$ cat src/rtl/pio_tx_pkg.sv
`timescale 1ns/1ps
package pio_tx_pkg;

    typedef enum logic [0:0] {
        PKT_IDLE = 1'b0,
        PKT_OPEN = 1'b1
    } pkt_state_e;

    localparam int OFS_DATA  = 'h00;
    localparam int OFS_DESC  = 'h08;
    localparam int OFS_LEN   = 'h10;
    localparam int OFS_STAT  = 'h18;

    localparam int END_BIT   = 15;
    localparam int SRC_LO    = 16;
    localparam int PORT_W    = 8;
    localparam int OVF_BIT   = 31;
    localparam int LEN_W     = 16;
    localparam int USER_W    = 2 * PORT_W;

endpackage

$ cat src/rtl/pio_tx_fifo.sv
`timescale 1ns/1ps
module pio_tx_fifo #(
    parameter int WIDTH = 53,
    parameter int DEPTH = 8,
    parameter int CNT_W = 4
) (
    input  logic             clk,
    input  logic             rst_n,
    input  logic             push_i,
    input  logic [WIDTH-1:0] din_i,
    input  logic             pop_i,
    output logic [WIDTH-1:0] dout_o,
    output logic             valid_o,
    output logic             full_o,
    output logic [CNT_W-1:0] free_o
);
    localparam int PTR_W = (DEPTH > 1) ? $clog2(DEPTH) : 1;

    logic [WIDTH-1:0] mem [DEPTH];
    logic [PTR_W-1:0] wptr_q, rptr_q;
    logic [CNT_W-1:0] cnt_q;
    logic             do_push, do_pop;

    assign do_push = push_i && !full_o;
    assign do_pop  = pop_i && valid_o;
    assign valid_o = (cnt_q != '0);
    assign full_o  = (cnt_q == CNT_W'(DEPTH));
    assign free_o  = CNT_W'(DEPTH) - cnt_q;
    assign dout_o  = mem[rptr_q];

    always_ff @(posedge clk) begin
        if (do_push) begin
            mem[wptr_q] <= din_i;
        end
    end

    always_ff @(posedge clk) begin
        if (!rst_n) begin
            wptr_q <= '0;
            rptr_q <= '0;
            cnt_q  <= '0;
        end else begin
            if (do_push) begin
                wptr_q <= (wptr_q == PTR_W'(DEPTH - 1)) ? '0 : wptr_q + 1'b1;
            end
            if (do_pop) begin
                rptr_q <= (rptr_q == PTR_W'(DEPTH - 1)) ? '0 : rptr_q + 1'b1;
            end
            cnt_q <= cnt_q + CNT_W'(do_push) - CNT_W'(do_pop);
        end
    end

    // the register block must never push into a full FIFO
    p_no_overflow_r8: assert property (@(posedge clk) disable iff (!rst_n)
        push_i |-> !full_o);

    // free space never exceeds the depth
    p_free_range_r9: assert property (@(posedge clk) disable iff (!rst_n)
        free_o <= CNT_W'(DEPTH));

endmodule

$ cat src/rtl/pio_tx_regs.sv
`timescale 1ns/1ps
module pio_tx_regs
    import pio_tx_pkg::*;
#(
    parameter int DATA_W = 32,
    parameter int ADDR_W = 8,
    parameter int DEPTH  = 8,
    parameter int CNT_W  = 4,
    localparam int NB    = DATA_W / 8
) (
    input  logic              clk,
    input  logic              rst_n,
    input  logic              wr_i,
    input  logic [ADDR_W-1:0] addr_i,
    input  logic [DATA_W-1:0] wdata_i,
    input  logic              fifo_full_i,
    input  logic [CNT_W-1:0]  fifo_free_i,
    output logic [DATA_W-1:0] rdata_o,
    output logic              push_o,
    output logic [DATA_W-1:0] beat_data_o,
    output logic [NB-1:0]     beat_keep_o,
    output logic [USER_W-1:0] beat_user_o,
    output logic              beat_last_o,
    output logic [LEN_W-1:0]  pkt_len_o,
    output logic              pkt_open_o
);
    pkt_state_e       state_q, state_d;
    logic [31:0]      desc_q;
    logic [LEN_W-1:0] len_q;
    logic             ovf_q;
    logic             wr_data, wr_desc, wr_len, wr_stat, ovf_clr, drop;
    logic [31:0]      stat_word;

    // address decode
    assign wr_data = wr_i && (addr_i == ADDR_W'(OFS_DATA));
    assign wr_desc = wr_i && (addr_i == ADDR_W'(OFS_DESC));
    assign wr_len  = wr_i && (addr_i == ADDR_W'(OFS_LEN));
    assign wr_stat = wr_i && (addr_i == ADDR_W'(OFS_STAT));
    assign ovf_clr = wr_stat && wdata_i[OVF_BIT];
    assign drop    = wr_data && fifo_full_i;

    // beat formation from the latched descriptor
    assign push_o      = wr_data && !fifo_full_i;
    assign beat_data_o = wdata_i;
    assign beat_user_o = desc_q[SRC_LO +: USER_W];
    assign beat_last_o = desc_q[END_BIT];

    // strobe run counts from bit 0, lanes count from the top
    for (genvar i = 0; i < NB; i++) begin : g_lane
        assign beat_keep_o[NB-1-i] = desc_q[i];
    end

    // descriptor, length and overflow storage
    always_ff @(posedge clk) begin
        if (!rst_n) begin
            desc_q <= '0;
            len_q  <= '0;
            ovf_q  <= 1'b0;
        end else begin
            if (wr_desc) begin
                desc_q <= wdata_i[31:0];
            end
            if (wr_len) begin
                len_q <= wdata_i[LEN_W-1:0];
            end
            if (drop) begin
                ovf_q <= 1'b1;
            end else if (ovf_clr) begin
                ovf_q <= 1'b0;
            end
        end
    end

    // packet tracker: state register
    always_ff @(posedge clk) begin
        if (!rst_n) begin
            state_q <= PKT_IDLE;
        end else begin
            state_q <= state_d;
        end
    end

    // packet tracker: transitions
    always_comb begin
        state_d = state_q;
        unique case (state_q)
            PKT_IDLE: begin
                if (wr_len) begin
                    state_d = PKT_OPEN;
                end
            end
            PKT_OPEN: begin
                if (wr_len) begin
                    state_d = PKT_OPEN;
                end else if (wr_data && desc_q[END_BIT]) begin
                    state_d = PKT_IDLE;
                end
            end
            default: state_d = PKT_IDLE;
        endcase
    end

    // packet tracker: outputs
    always_comb begin
        pkt_open_o = (state_q == PKT_OPEN);
        pkt_len_o  = len_q;
    end

    // read mux
    always_comb begin
        stat_word          = 32'(fifo_free_i);
        stat_word[OVF_BIT] = ovf_q;
        case (addr_i)
            ADDR_W'(OFS_DESC): rdata_o = DATA_W'(desc_q);
            ADDR_W'(OFS_LEN):  rdata_o = DATA_W'(len_q);
            ADDR_W'(OFS_STAT): rdata_o = DATA_W'(stat_word);
            default:           rdata_o = '0;
        endcase
    end

    // overflow flag is sticky until a clearing write
    p_ovf_sticky_r8: assert property (@(posedge clk) disable iff (!rst_n)
        (ovf_q && !ovf_clr) |=> ovf_q);

    // a length write opens the packet and captures the length
    p_len_open_r10: assert property (@(posedge clk) disable iff (!rst_n)
        wr_len |=> (pkt_open_o && pkt_len_o == $past(wdata_i[LEN_W-1:0])));

    // the descriptor only changes on its own write
    p_desc_hold_r6: assert property (@(posedge clk) disable iff (!rst_n)
        !wr_desc |=> $stable(desc_q));

endmodule

$ cat src/rtl/pio_tx_bridge.sv
`timescale 1ns/1ps
module pio_tx_bridge
    import pio_tx_pkg::*;
#(
    parameter int DATA_W = 32,
    parameter int ADDR_W = 8,
    parameter int DEPTH  = 8,
    localparam int NB    = DATA_W / 8,
    localparam int CNT_W = $clog2(DEPTH + 1),
    localparam int BEAT_W = DATA_W + NB + USER_W + 1
) (
    input  logic              clk,
    input  logic              rst_n,
    input  logic              bus_wr,
    input  logic [ADDR_W-1:0] bus_addr,
    input  logic [DATA_W-1:0] bus_wdata,
    output logic [DATA_W-1:0] bus_rdata,
    output logic [DATA_W-1:0] m_tdata,
    output logic [NB-1:0]     m_tkeep,
    output logic [USER_W-1:0] m_tuser,
    output logic              m_tlast,
    output logic              m_tvalid,
    input  logic              m_tready,
    output logic [LEN_W-1:0]  pkt_len_o,
    output logic              pkt_open_o
);
    logic              push, full;
    logic [CNT_W-1:0]  free;
    logic [DATA_W-1:0] b_data;
    logic [NB-1:0]     b_keep;
    logic [USER_W-1:0] b_user;
    logic              b_last;
    logic [BEAT_W-1:0] fifo_in, fifo_out;

    pio_tx_regs #(
        .DATA_W (DATA_W),
        .ADDR_W (ADDR_W),
        .DEPTH  (DEPTH),
        .CNT_W  (CNT_W)
    ) u_regs (
        .clk         (clk),
        .rst_n       (rst_n),
        .wr_i        (bus_wr),
        .addr_i      (bus_addr),
        .wdata_i     (bus_wdata),
        .fifo_full_i (full),
        .fifo_free_i (free),
        .rdata_o     (bus_rdata),
        .push_o      (push),
        .beat_data_o (b_data),
        .beat_keep_o (b_keep),
        .beat_user_o (b_user),
        .beat_last_o (b_last),
        .pkt_len_o   (pkt_len_o),
        .pkt_open_o  (pkt_open_o)
    );

    assign fifo_in = {b_data, b_keep, b_user, b_last};

    pio_tx_fifo #(
        .WIDTH (BEAT_W),
        .DEPTH (DEPTH),
        .CNT_W (CNT_W)
    ) u_fifo (
        .clk     (clk),
        .rst_n   (rst_n),
        .push_i  (push),
        .din_i   (fifo_in),
        .pop_i   (m_tready),
        .dout_o  (fifo_out),
        .valid_o (m_tvalid),
        .full_o  (full),
        .free_o  (free)
    );

    assign {m_tdata, m_tkeep, m_tuser, m_tlast} = fifo_out;

    // a stalled beat stays on the output unchanged
    p_hold_r7: assert property (@(posedge clk) disable iff (!rst_n)
        (m_tvalid && !m_tready) |=> (m_tvalid && $stable(m_tdata) &&
            $stable(m_tkeep) && $stable(m_tuser) && $stable(m_tlast)));

endmodule

$ cat config.mk
export PLATFORM = sky130hd
export DESIGN_NAME = pio_tx_bridge
export DESIGN_NICKNAME = d
export VERILOG_FILES = /design/src/rtl/pio_tx_pkg.sv /design/src/rtl/pio_tx_fifo.sv /design/src/rtl/pio_tx_regs.sv /design/src/rtl/pio_tx_bridge.sv
export SDC_FILE = /design/constraint.sdc
export NUM_CORES = 1
export LEC_CHECK = 0
export BUFFER_PORTS_ARGS = -buffer_cell sky130_fd_sc_hd__buf_4
export CAP_MARGIN = 20
export CORE_ASPECT_RATIO = 0.6
export CORE_MARGIN = 2
export CORE_UTILIZATION = 50
export CTS_CLUSTER_SIZE = 16
export DETAILED_ROUTE_END_ITERATION = 6
export GPL_TIMING_DRIVEN = 0
export PLACE_DENSITY = 0.65
export SLEW_MARGIN = 10
export SYNTH_ARGS = -nofsm -noshare
export SYNTH_HDL_FRONTEND = slang
export SYNTH_SLANG_ARGS = --single-unit
$ cat constraint.sdc
create_clock -name clk -period 12.7 [get_ports clk]
set_input_delay 0.635 -clock clk [delete_from_list [all_inputs] [get_ports clk]]
set_output_delay 0.635 -clock clk [all_outputs]
set_load 0.005 [all_outputs]
==> results.md, run 1 <==
- # rows: 55
- Synth Cell Area: 19200 sq um
- Mapped Cells: 947
- Hold slack: 0.317 ns
- Ys async rst share: 0%
- Syn Area/Cell: 20.3 sq um
- WP data arrival: 2.76 ns
- Global router's overall resource usage: 22.3%
- Hold Violations, Final: 0
- Hpwl dp: 30500 um
- VDD IR max: 0.0000907 V
- Crit Reg-Reg Endpoint: u_fifo.mem[5][48]
- Maximum fanout along the worst path: 10
- Comb power frac: 17.5%
- Area leader, netlist: edfxtp_1
- Global route overflow: 0
- Post-route minimum period: roughly 3.4 ns
- Final Cycle Share: 26.8%
- Core box area: 37800 sq um
- Number of synthesized flops with an enable pin: 424
- Number of synthesized register bits: a little under 500
- Dpl cells: 1681
- Sequential power share: 47.1%
- Vias in the first global route: 10200
- TritonCTS Sinks: a little under 500
- IO Port Bufs: 144
- Post-CTS setup buffer count: 0
- CTS tree: built
- Final non-filler cell area: around 23000 sq um
- Internal power: 0.00284 W
- Net Sw Frac: 23.5%
- Initial Utilization: 50.9%
- Initial DRC count: ~870
- Fill count: 2729
- Power per cell area: between 150 and 200 nW/um^2
- Largest net degree at the start of global routing: 17
- Final Non-Filler Cells: 1763
- Clock power frac: 35.5%
- Design Power: 0.00371 W
- Post-CTS Resized: 0
- Synth Flop Type: edfxtp_1
- CTS Root Cell: clkbuf_16
- DR vias/cell: 5.66
- CP most frequent cell: clkbuf_1
- R2r startpoint: u_fifo.cnt_q[0]
- ANT nets after route: 0
- Worst-path clk slew: 0.06 ns
- Die Y-Extent: 156 um
- Worst R2R Setup Slack: 9.55 ns
- Total number of vias: roughly 10000
- Area post-placement: 21600 sq um
- DRC violations left: 0
- Nets: 1270
- Area Overhead vs Synth: 19.9%
- WL per Instance: 24.9 um
- Clk Latency, worst-skew pair: 0.57 ns
- Gp weighted congestion: 0.743
- TritonCTS Buffers: 44
- Sequential-to-total area share from yosys stat: 72.8%
- Yosys warning total: 0
- Die ar.: 40100 sq um
- Clock Tree Buf Depth: 3
- Io pins: 147
- Clock Skews: between 0.015 and 0.02 ns
- Hold Crit Depth: 1
- Status: finished, final reports clean
- Leak: 8.49 nW
- First-pass GRT wire length: 65700 um
- CTS H-tree lvls: 2
- End point of the critical path: m_tdata[15]
- Critical Path End Type: output port
- Share of layout cells above drive strength 1: 38.2%
- Initial antenna violation count: 0
- WP data required: between 10 and 15 ns
- Fmax: 294 MHz
- Syn nets: 1003
- CP Class: register to output port
- RSZ-0062 raised after global routing: no
- Slew Viols, Final: 0
- Drt total wl: 43900 um
- CTS hold repair buffers: 0
- Antenna diodes: 0
- Chip width: approximately 260 um
- Critical-path cell list: clkbuf_1 -> clkbuf_1 -> mux4_1 -> mux2_4 -> buf_4
- Slowest stage delay, CP: around 0.67 ns
- Min-Delay Path Class: primary input to register
- Crit path launch type: register
- Max-cap violations: 0
- Pre-antenna DRT Iters: 5
- Worst-Margin Slew: 1.08 ns
- Rel. slew slack: 28.2%
- HP Start: bus_wdata[28]
- Final setup fails: 0
- CP max-delay cell: clkbuf_1
- R2R cell count: 9
- Unique masters post-synth: 44
- Final Core Density: just over 60%
- Synth top area share: 66.2%
- Switch Pwr: 0.000870 W
- Top cells by area, synth: edfxtp_1 66%, mux4_2 11%, dfxtp_1 6.6%, mux2_4 3.1%, mux2i_1 2.9%
==> worst min path at each step <==
stage / end / slack [ns]
CTS: u_fifo.mem[5][31] / 0.29
global placement: u_regs.desc_q[4] / 0.45
detailed placement: u_regs.desc_q[6] / 0.46
floorplan: u_regs.desc_q[10] / 0.44
global route: u_fifo.mem[1][38] / 0.30
finish: u_fifo.mem[6][49] / 0.32
==> synthesized netlist by cell type, drive strengths merged, types with 2 or more instances <==
master / n
edfxtp: 424
mux4: 106
nand2: 94
dfxtp: 63
mux2i: 55
mux2: 53
buf: 27
clkbuf: 27
and3: 19
a22o: 13
ha: 11
nor2b: 7
and2: 6
inv: 6
a221o: 4
nor3: 4
nor4: 4
nor4b: 4
xnor2: 4
nand2b: 2
nand3: 2
nand4: 2
nor2: 2
==> layer usage <==
metal	vias up	share of wire (%)	track usage [%]	routed length [um]
li1	4358	-	-	-
met1	5231	46	34.3	20200
met2	332	46	34.1	20200
met3	54	6.1	3.23	2690
met4	0	1.8	5.29	795
met5	-	0	0	0
==> metrics by stage <==
stage          setup TNS, ns  setup WS (ns)
2_1_floorplan              0           5.21
3_3_place_gp         -149.32          -1.35
3_5_place_dp               0           8.84
4_1_cts                    0           9.17
5_1_grt                    0           9.12
6_report                   0           9.30
==> critical path: cells and delay by family (launching register included) <==
kind	cells	cell delay, ns
buffers and inverters	3	1.14
flip-flops	1	0.30
multiplexers	2	0.75
==> power groups by stage <==
| stage | combinational, W | sequential [W] | clock, W |
|---|---|---|---|
| final | 0.000648 | 0.00174 | 0.00131 |
| after global routing | 0.000696 | 0.00174 | 0.00140 |
| after detailed placement | 0.000657 | 0.00178 | 0 |
| after floorplan | 0.000431 | 0.00178 | 0 |
| after global placement | 0.000654 | 0.00178 | 0 |
| after CTS | 0.000660 | 0.00174 | 0.00134 |
==> final cells by class <==
| class | instances | area (sq um) | share of cell area (%) |
|---|---|---|---|
| clock buffer | 60 | 1210 | 5.26 |
| timing repair buffer | 221 | 1730 | 7.50 |
| clock inverter | 22 | 205 | 0.890 |
| buffer | 54 | 334 | 1.45 |
| inverter | 6 | 22.5 | 0.0977 |
| sequential | 487 | 14000 | 60.7 |
| multi-input combinational | 400 | 4920 | 21.3 |
| tap | 513 | 642 | 2.78 |
==> kinds of logic after synthesis <==
| group | Yosys count | share of synthesized area (%) |
|---|---|---|
| buffers and inverters | 60 | 1.85 |
| XOR/XNOR | 4 | 0.182 |
| adder cells (fa/ha/maj) | 12 | 0.820 |
| multiplexers | 214 | 19.4 |
| AO/OA/AOI/OAI | 23 | 1.03 |
| AND/OR/NAND/NOR | 147 | 3.92 |
| flip-flops | 487 | 72.8 |
==> state kept, by name (all words and copies together) (netlist names), named ones only <==
register,cells
u_fifo.mem,424
u_regs.pkt_len_o,16
u_regs.ovf_q,1
u_fifo.wptr_q,3
u_regs.desc_q,32
u_fifo.cnt_q,4
u_fifo.rptr_q,3
u_regs.pkt_open_o,1
==> placed cells by master (no fill, tap or decap), types with 10 or more instances in the layout <==
master	n
and3_1	19
mux2_2	13
clkinv_2	10
buf_2	18
a22o_1	13
edfxtp_1	424
dfxtp_1	63
clkbuf_1	37
mux4_2	93
mux2i_1	55
buf_4	204
mux2_4	40
clkbuf_16	45
nand2_1	94
buf_6	18
ha_1	11
mux4_1	13
(Power assumes the default switching activity.)
==> run 2, diff against run 1 <==
--- a/config.mk
+++ b/config.mk
@@ -5,6 +5,7 @@
 export SDC_FILE = /design/constraint.sdc
 export NUM_CORES = 1
 export LEC_CHECK = 0
+export ABC_AREA = 1
 export BUFFER_PORTS_ARGS = -buffer_cell sky130_fd_sc_hd__buf_4
 export CAP_MARGIN = 20
 export CORE_ASPECT_RATIO = 0.6
==> constraint.sdc (replaced) <==
create_clock -name clk -period 3.45 [get_ports clk]
set_input_delay 0.1725 -clock clk [delete_from_list [all_inputs] [get_ports clk]]
set_output_delay 0.1725 -clock clk [all_outputs]
set_load 0.005 [all_outputs]
==> results.md, run 2 <==
- Most frequent cells in the layout: 424 x edfxtp_1, 337 x nor2_1, 270 x nand2_1
- TritonCTS Buffers: 45 (+2.3%)
- Synth Cell Area: 19400 sq um (+0.90%)
- Clock Tree Buf Depth: 3 (unchanged)
- Chip width: 258 um (+0.45%)
- Min-Delay Path Class: primary input to register
- Final Cycle Share: 85.2%
- Synth Area in Simple Gates: 12.6% (+8.7 points)
- Synth Area in Compound Gates: 10.1% (+9.1 points)
- Fill count: 3056 (+12%)
- CTS H-tree lvls: 2 (unchanged)
- VDD IR max: 0.000387 V (+330%)
- Status: finished, final reports clean
- Number of synthesized register bits: 487 (unchanged)
- Max layer used: met4
- DRC violations left: 0 (unchanged)
- RSZ-0062 raised after global routing: no
- Max FFs per register: 424 (unchanged)
- Biggest register: u_fifo.mem
- Clk Latency, worst-skew pair: 0.56 ns (about the same)
- Power per cell area: 663 nW/um^2 (+310%)
- Unique masters post-synth: 29 (-34%)
- Metal3 WL: 4750 um (+77%)
- Multiplexer share of the synthesized area: 0% (-19 points)
- Clock Skews: 0.0180 ns (-0.00174 ns)
- Post-CTS Resized: 0 (unchanged)
- Mapped Cells: 1658 (+75%)
- Hpwl dp: 35000 um (+15%)
- Synth top area share: 65.6% (-0.59 points)
- Maximum fanout along the worst path: 21 (+11)
- ANT nets after route: 0 (unchanged)
- Leak: 8.75 nW (+3.1%)
- # rows: 55 (unchanged)
- CTS Root Cell: clkbuf_16
- WP data required: 3.71 ns (-8.35 ns)
- Antenna diodes: 0 (unchanged)
- WP data arrival: 3.20 ns (+0.44 ns)
- First-pass GRT wire length: 78600 um (+20%)
- Synth Flop Type: edfxtp_1
- Post-route minimum period: 2.94 ns
- Most frequent cell after synthesis: edfxtp_1
- Post-synth top cells: 424 x edfxtp_1, 345 x nor2_1, 270 x nand2_1
- CP Class: register to register
- Final Core Density: 61.3% (+0.28 points)
- Max-cap violations: 0 (unchanged)
- Design Power: 0.0154 W (+320%)
- Final setup fails: 0 (unchanged)
- Nets: 1954 (+54%)
- Rel. slew slack: 45.0% (+17 points)
- Total number of vias: 13700 (+37%)
- Final Non-Filler Cells: 2444 (+39%)
- Initial antenna violation count: 1 (+1)
- Io pins: 147 (unchanged)
- Die Y-Extent: 157 um (+0.44%)
- IO Port Bufs: 145 (+0.69%)
- Register area: 14000 sq um (unchanged)
- Syn Area/Cell: 11.7 sq um (-42%)
- Number of synthesized flops with an enable pin: 424 (unchanged)
- Post-CTS setup buffer count: 0 (unchanged)
- Vias in the first global route: 12900 (+27%)
- Global router's overall resource usage: 26.1% (+3.8 points)
- CTS hold repair buffers: 32 (+32)
- Slew Viols, Final: 0 (unchanged)
- TritonCTS Sinks: 487 (unchanged)
- Worst Slack Setup Final: 0.510 ns (-8.79 ns)
- CTS tree: built
- Initial Utilization: 51.1% (+0.18 points)
- Commonest non-fill, non-tap cell in the layout: edfxtp_1
- Area occupied by multi-input gates: 4650 sq um (-5.5%)
- Routed met2 length: 23800 um (+18%)
- Global route overflow: 0 (unchanged)
- Share of layout cells above drive strength 1: 15.9% (-22 points)
- Dpl cells: 2332 (+39%)
- DR vias/cell: 5.60 (-1.0%)
- Hold slack: 0.0383 ns (-0.279 ns)
- Worst-path clk slew: 0.07 ns (about the same)
- Ys async rst share: 0% (unchanged)
- Largest family of logic cells by synthesized area: simple AND/OR/NAND/NOR gates
- M1 wire length: 23300 um (+15%)
- Crit path launch type: register
- Drt total wl: 52900 um (+21%)
- Top cells by area, synth: edfxtp_1 66%, nor2_1 6.7%, dfxtp_1 6.5%, nand2_1 5.2%, o21ai_0 4.1%
- Yosys warning total: 0 (unchanged)
- Post-synthesis xor/xnor area fraction: 0.0903% (-0.092 points)
- Area leader, netlist: edfxtp_1
- Gp weighted congestion: 0.829 (+12%)
- Critical Path End Type: register
- Adder-cell share of the synthesized area: 0.813% (-0.0074 points)
- Worst-Margin Slew: 0.823 ns (-0.255 ns)
- Post-place setup slack: 0.522 ns (-8.32 ns)
- Largest net degree at the start of global routing: 25 (+8)
- Initial DRC count: 1598 (+83%)
- Hold Violations, Final: 0 (unchanged)
- Pre-antenna DRT Iters: 5 (unchanged)
- Die ar.: 40400 sq um (+0.89%)
- Area Overhead vs Synth: 20.1% (about the same)
- Fmax: 340 MHz
- WL per Instance: 21.6 um (-13%)
- Sequential-to-total area share from yosys stat: 72.1% (-0.65 points)
- Core box area: 38000 sq um (+0.55%)
- Syn nets: 1714 (+71%)
-- run 2: cell types whose count changed after synthesis, sizes merged, moves of 55 or more --
cell / change
nor2: +349
o21ai: +247
mux2i: -55
mux4: -106
inv: +57
o22ai: +105
nand2: +178
-- run 2: kinds of logic (layout without fill, tap and decap cells) --
family | count (synthesis) | count (layout)
DFF | 487 | 487
adders and majority gates | 12 | 12
xor gates and xnor gates | 2 | 2
buffers and inverters | 160 | 433
and+or+nand+nor | 634 | 634
AOI/OAI and AO/OA | 363 | 363
-- run 2: worst max-delay path: stages, from the launching register on --
cell and delay [ns]:
dfxtp_1 0.33, inv_1 0.10, ha_1 0.25, nand2_1 0.15
nand3_1 0.13, inv_1 0.20, nand2_1 0.29, nor2_4 0.70
buf_12 0.29, buf_16 0.18
-- run 2: final cells by class --
class	count	area share, %
Clock inverter	21	0.650
Multi-Input combinational cell	1011	20.0
Buffer	97	2.48
Tap cell	513	2.76
Timing Repair Buffer	193	7.68
Clock buffer	59	5.37
Inverter	63	1.03
Sequential cell	487	60.1
-- run 2: final timing paths --
kind / start / to / slack (ns) / depth (start not counted)
worst max-delay path: u_fifo.cnt_q[0] / u_fifo.mem[3][43] / 0.51 / 9
worst min-delay path: rst_n / u_regs.desc_q[12] / 0.04 / 3
worst max register to register: u_fifo.cnt_q[0] / u_fifo.mem[3][43] / 0.51 / 9
worst min register to register: u_regs.desc_q[4] / u_regs.desc_q[4] / 0.49 / 2
-- run 2: power breakdown --
| group | switching, W | internal (W) |
|---|---|---|
| sequential | 0.0000563 | 0.00640 |
| combinational | 0.00257 | 0.00159 |
| clock | 0.00213 | 0.00270 |
-- run 2: through the flow --
stage / area, sq um / TNS (ns)
final: 23300 / 0
after global routing: 23300 / 0
after CTS: 23300 / 0
after detailed placement: 21600 / 0
after global placement: 21100 / -1041.39
after floorplan: 19400 / -131.78
-- run 2: layer usage --
layer | vias up | global-route usage [%]
met5 | - | 0
met4 | 0 | 6.80
met3 | 77 | 3.92
met2 | 659 | 40.0
met1 | 6653 | 39.3
li1 | 6301 | -
==> run 3, diff against run 2 <==
--- a/config.mk
+++ b/config.mk
@@ -10,11 +10,11 @@
 export CAP_MARGIN = 20
 export CORE_ASPECT_RATIO = 0.6
 export CORE_MARGIN = 2
-export CORE_UTILIZATION = 50
+export CORE_UTILIZATION = 60
 export CTS_CLUSTER_SIZE = 16
 export DETAILED_ROUTE_END_ITERATION = 6
 export GPL_TIMING_DRIVEN = 0
-export PLACE_DENSITY = 0.65
+export PLACE_DENSITY = 0.77
 export SLEW_MARGIN = 10
 export SYNTH_ARGS = -nofsm -noshare
 export SYNTH_HDL_FRONTEND = slang
==> results.md, run 3 (same netlist as run 2, synthesis figures left out) <==
- Status: finished, final reports clean
- Pre-antenna DRT Iters: 6 (+1)
- Worst Slack Setup Final: 0.520 ns (+0.00981 ns)
- CTS H-tree lvls: 2 (unchanged)
- Biggest register: u_fifo.mem
- Clock Tree Buf Depth: 3 (unchanged)
- Initial DRC count: 1967 (+23%)
- WP data arrival: 3.18 ns (-0.02 ns)
- Nets: 1953 (-0.051%)
- Core box area: 31500 sq um (-17%)
- Vias in the first global route: 13600 (+5.1%)
- Share of layout cells above drive strength 1: 15.8% (-0.15 points)
- Worst-Margin Slew: 0.807 ns (-0.0159 ns)
- Hold Violations, Final: 0 (unchanged)
- Critical Path End Type: register
- Antenna diodes: 0 (unchanged)
- Commonest non-fill, non-tap cell in the layout: edfxtp_1
- Clk Latency, worst-skew pair: 0.56 ns (about the same)
- First-pass GRT wire length: 78800 um (+0.23%)
- WL per Instance: 22.3 um (+3.3%)
- Crit path launch type: register
- Max FFs per register: 424 (unchanged)
- Post-place setup slack: 0.678 ns (+0.157 ns)
- Leak: 8.77 nW (+0.21%)
- Met2 Usage GRT: 48.9% (+8.9 points)
- RSZ-0062 raised after global routing: no
- R2r startpoint: u_fifo.cnt_q[0]
- Rel. slew slack: 46.2% (+1.2 points)
- Drt total wl: 52400 um (-0.84%)
- # rows: 50 (-9.1%)
- Met3 Usage GRT: 5.65% (+1.7 points)
- Io pins: 147 (unchanged)
- Final setup fails: 0 (unchanged)
- IO Port Bufs: 145 (unchanged)
- Most frequent cells in the layout: 424 x edfxtp_1, 337 x nor2_1, 270 x nand2_1
- CP Class: register to register
- TritonCTS Buffers: 43 (-4.4%)
- Global route overflow: 0 (unchanged)
- Global router's overall resource usage: 31.2% (+5.1 points)
- Hold Crit Depth: 5 (+2)
- Worst-path clk slew: 0.06 ns (about the same)
- Post-route minimum period: 2.93 ns (-0.00981 ns)
- Largest net degree at the start of global routing: 25 (unchanged)
- Total number of vias: 14100 (+3.2%)
- CTS tree: built
- Maximum fanout along the worst path: 23 (+9.5%)
- Initial antenna violation count: 0 (-1)
- Max-cap violations: 0 (unchanged)
- TritonCTS Sinks: 487 (unchanged)
- Post-CTS setup buffer count: 0 (unchanged)
- HP Start: bus_wr
- Worst R2R Setup Slack: 0.52 ns (about the same)
- Final Cycle Share: 84.9% (-0.28 points)
- WP data required: 3.70 ns (about the same)
- Fmax: 341 MHz (+0.33%)
- Gp weighted congestion: 0.830 (about the same)
- Min-Delay Path Class: primary input to register
- Final Core Density: 73.7% (+12 points)
- CTS Root Cell: clkbuf_16
- ANT nets after route: 0 (unchanged)
- Die Y-Extent: 143 um (-8.5%)
- R2R cell count: 9 (unchanged)
- VDD IR max: 0.000550 V (+42%)
- Slew Viols, Final: 0 (unchanged)
- Initial Utilization: 61.5% (+10 points)
- Min-Delay Endpoint: u_regs.ovf_q
- Clock Skews: 0.0147 ns (-0.00329 ns)
- Crit Reg-Reg Endpoint: u_fifo.mem[2][49]
- Area Overhead vs Synth: 19.7%
- Power per cell area: 674 nW/um^2 (+1.6%)
- Chip width: 236 um (-8.6%)
- Hpwl dp: 34200 um (-2.4%)
- GRT Max-Usage Layer: met2
- DRC violations left: 0 (unchanged)
- Routing usage on met1: 45.3% (+6.1 points)
- DR vias/cell: 6.02 (+7.5%)
- Die ar.: 33800 sq um (-16%)
## run 3: metal layers
layer  wire, um  share of wire, %
met5          0                 0
met4       1400               2.7
met3       5900                11
met2      24000                46
met1      21200                40
## run 3: how the worst max path moves through the flow
stage | from | to | slack [ns] | cells after the start
4_1_cts | u_fifo.cnt_q[0] | u_fifo.mem[2][3] | 0.63 | 9
6_report | u_fifo.cnt_q[0] | u_fifo.mem[2][49] | 0.52 | 9
3_5_place_dp | u_fifo.cnt_q[0] | u_fifo.mem[2][51] | 0.68 | 9
5_1_grt | u_fifo.cnt_q[0] | u_fifo.mem[2][47] | 0.48 | 9
3_3_place_gp | u_fifo.cnt_q[0] | u_fifo.mem[3][3] | -2.39 | 7
2_1_floorplan | u_fifo.cnt_q[1] | u_fifo.mem[0][0] | -0.31 | 7
## run 3: final cells by class
type	instances	area [sq um]
fillers	1984	8300
repair buffers	194	1810
clock buffers	62	1230
plain buffers	97	578
multi-input cells	1011	4650
well taps	416	520
inverters	63	239
clock inverters	16	208
flip-flops and latches	487	14000
## run 3: what timing repair did
action                                 in CTS  in global routing
endpoints found under the hold margin     289                  0
resized for setup                           0                  0
hold buffers                               33                  0
## run 3: critical path, cell delays in order (launching register included)
cell     delay (ns)
dfxtp_1        0.35
inv_1          0.12
ha_1           0.27
nand2_1        0.15
nand3_1        0.15
inv_1          0.20
nand2_1        0.29
nor2_4         0.60
buf_16         0.25
buf_12         0.22
## run 3: power by group
group	internal, W	switching (W)	total, W
clock network	0.00286	0.00211	0.00497
registers	0.00640	0.0000596	0.00646
logic	0.00160	0.00262	0.00422
## run 3: through the flow
stage	std cells	instance area (sq um)	total power, W	TNS, ns	hold slack [ns]
2_1_floorplan	1658	19400	0.00888	-131.78	0.271
3_3_place_gp	2219	21000	0.0105	-954.44	0.419
3_5_place_dp	2235	21500	0.0107	0	0.429
4_1_cts	2346	23200	0.0156	0	0.0409
5_1_grt	2346	23200	0.0162	0	0.0783
6_report	2346	23200	0.0156	0	0.0665
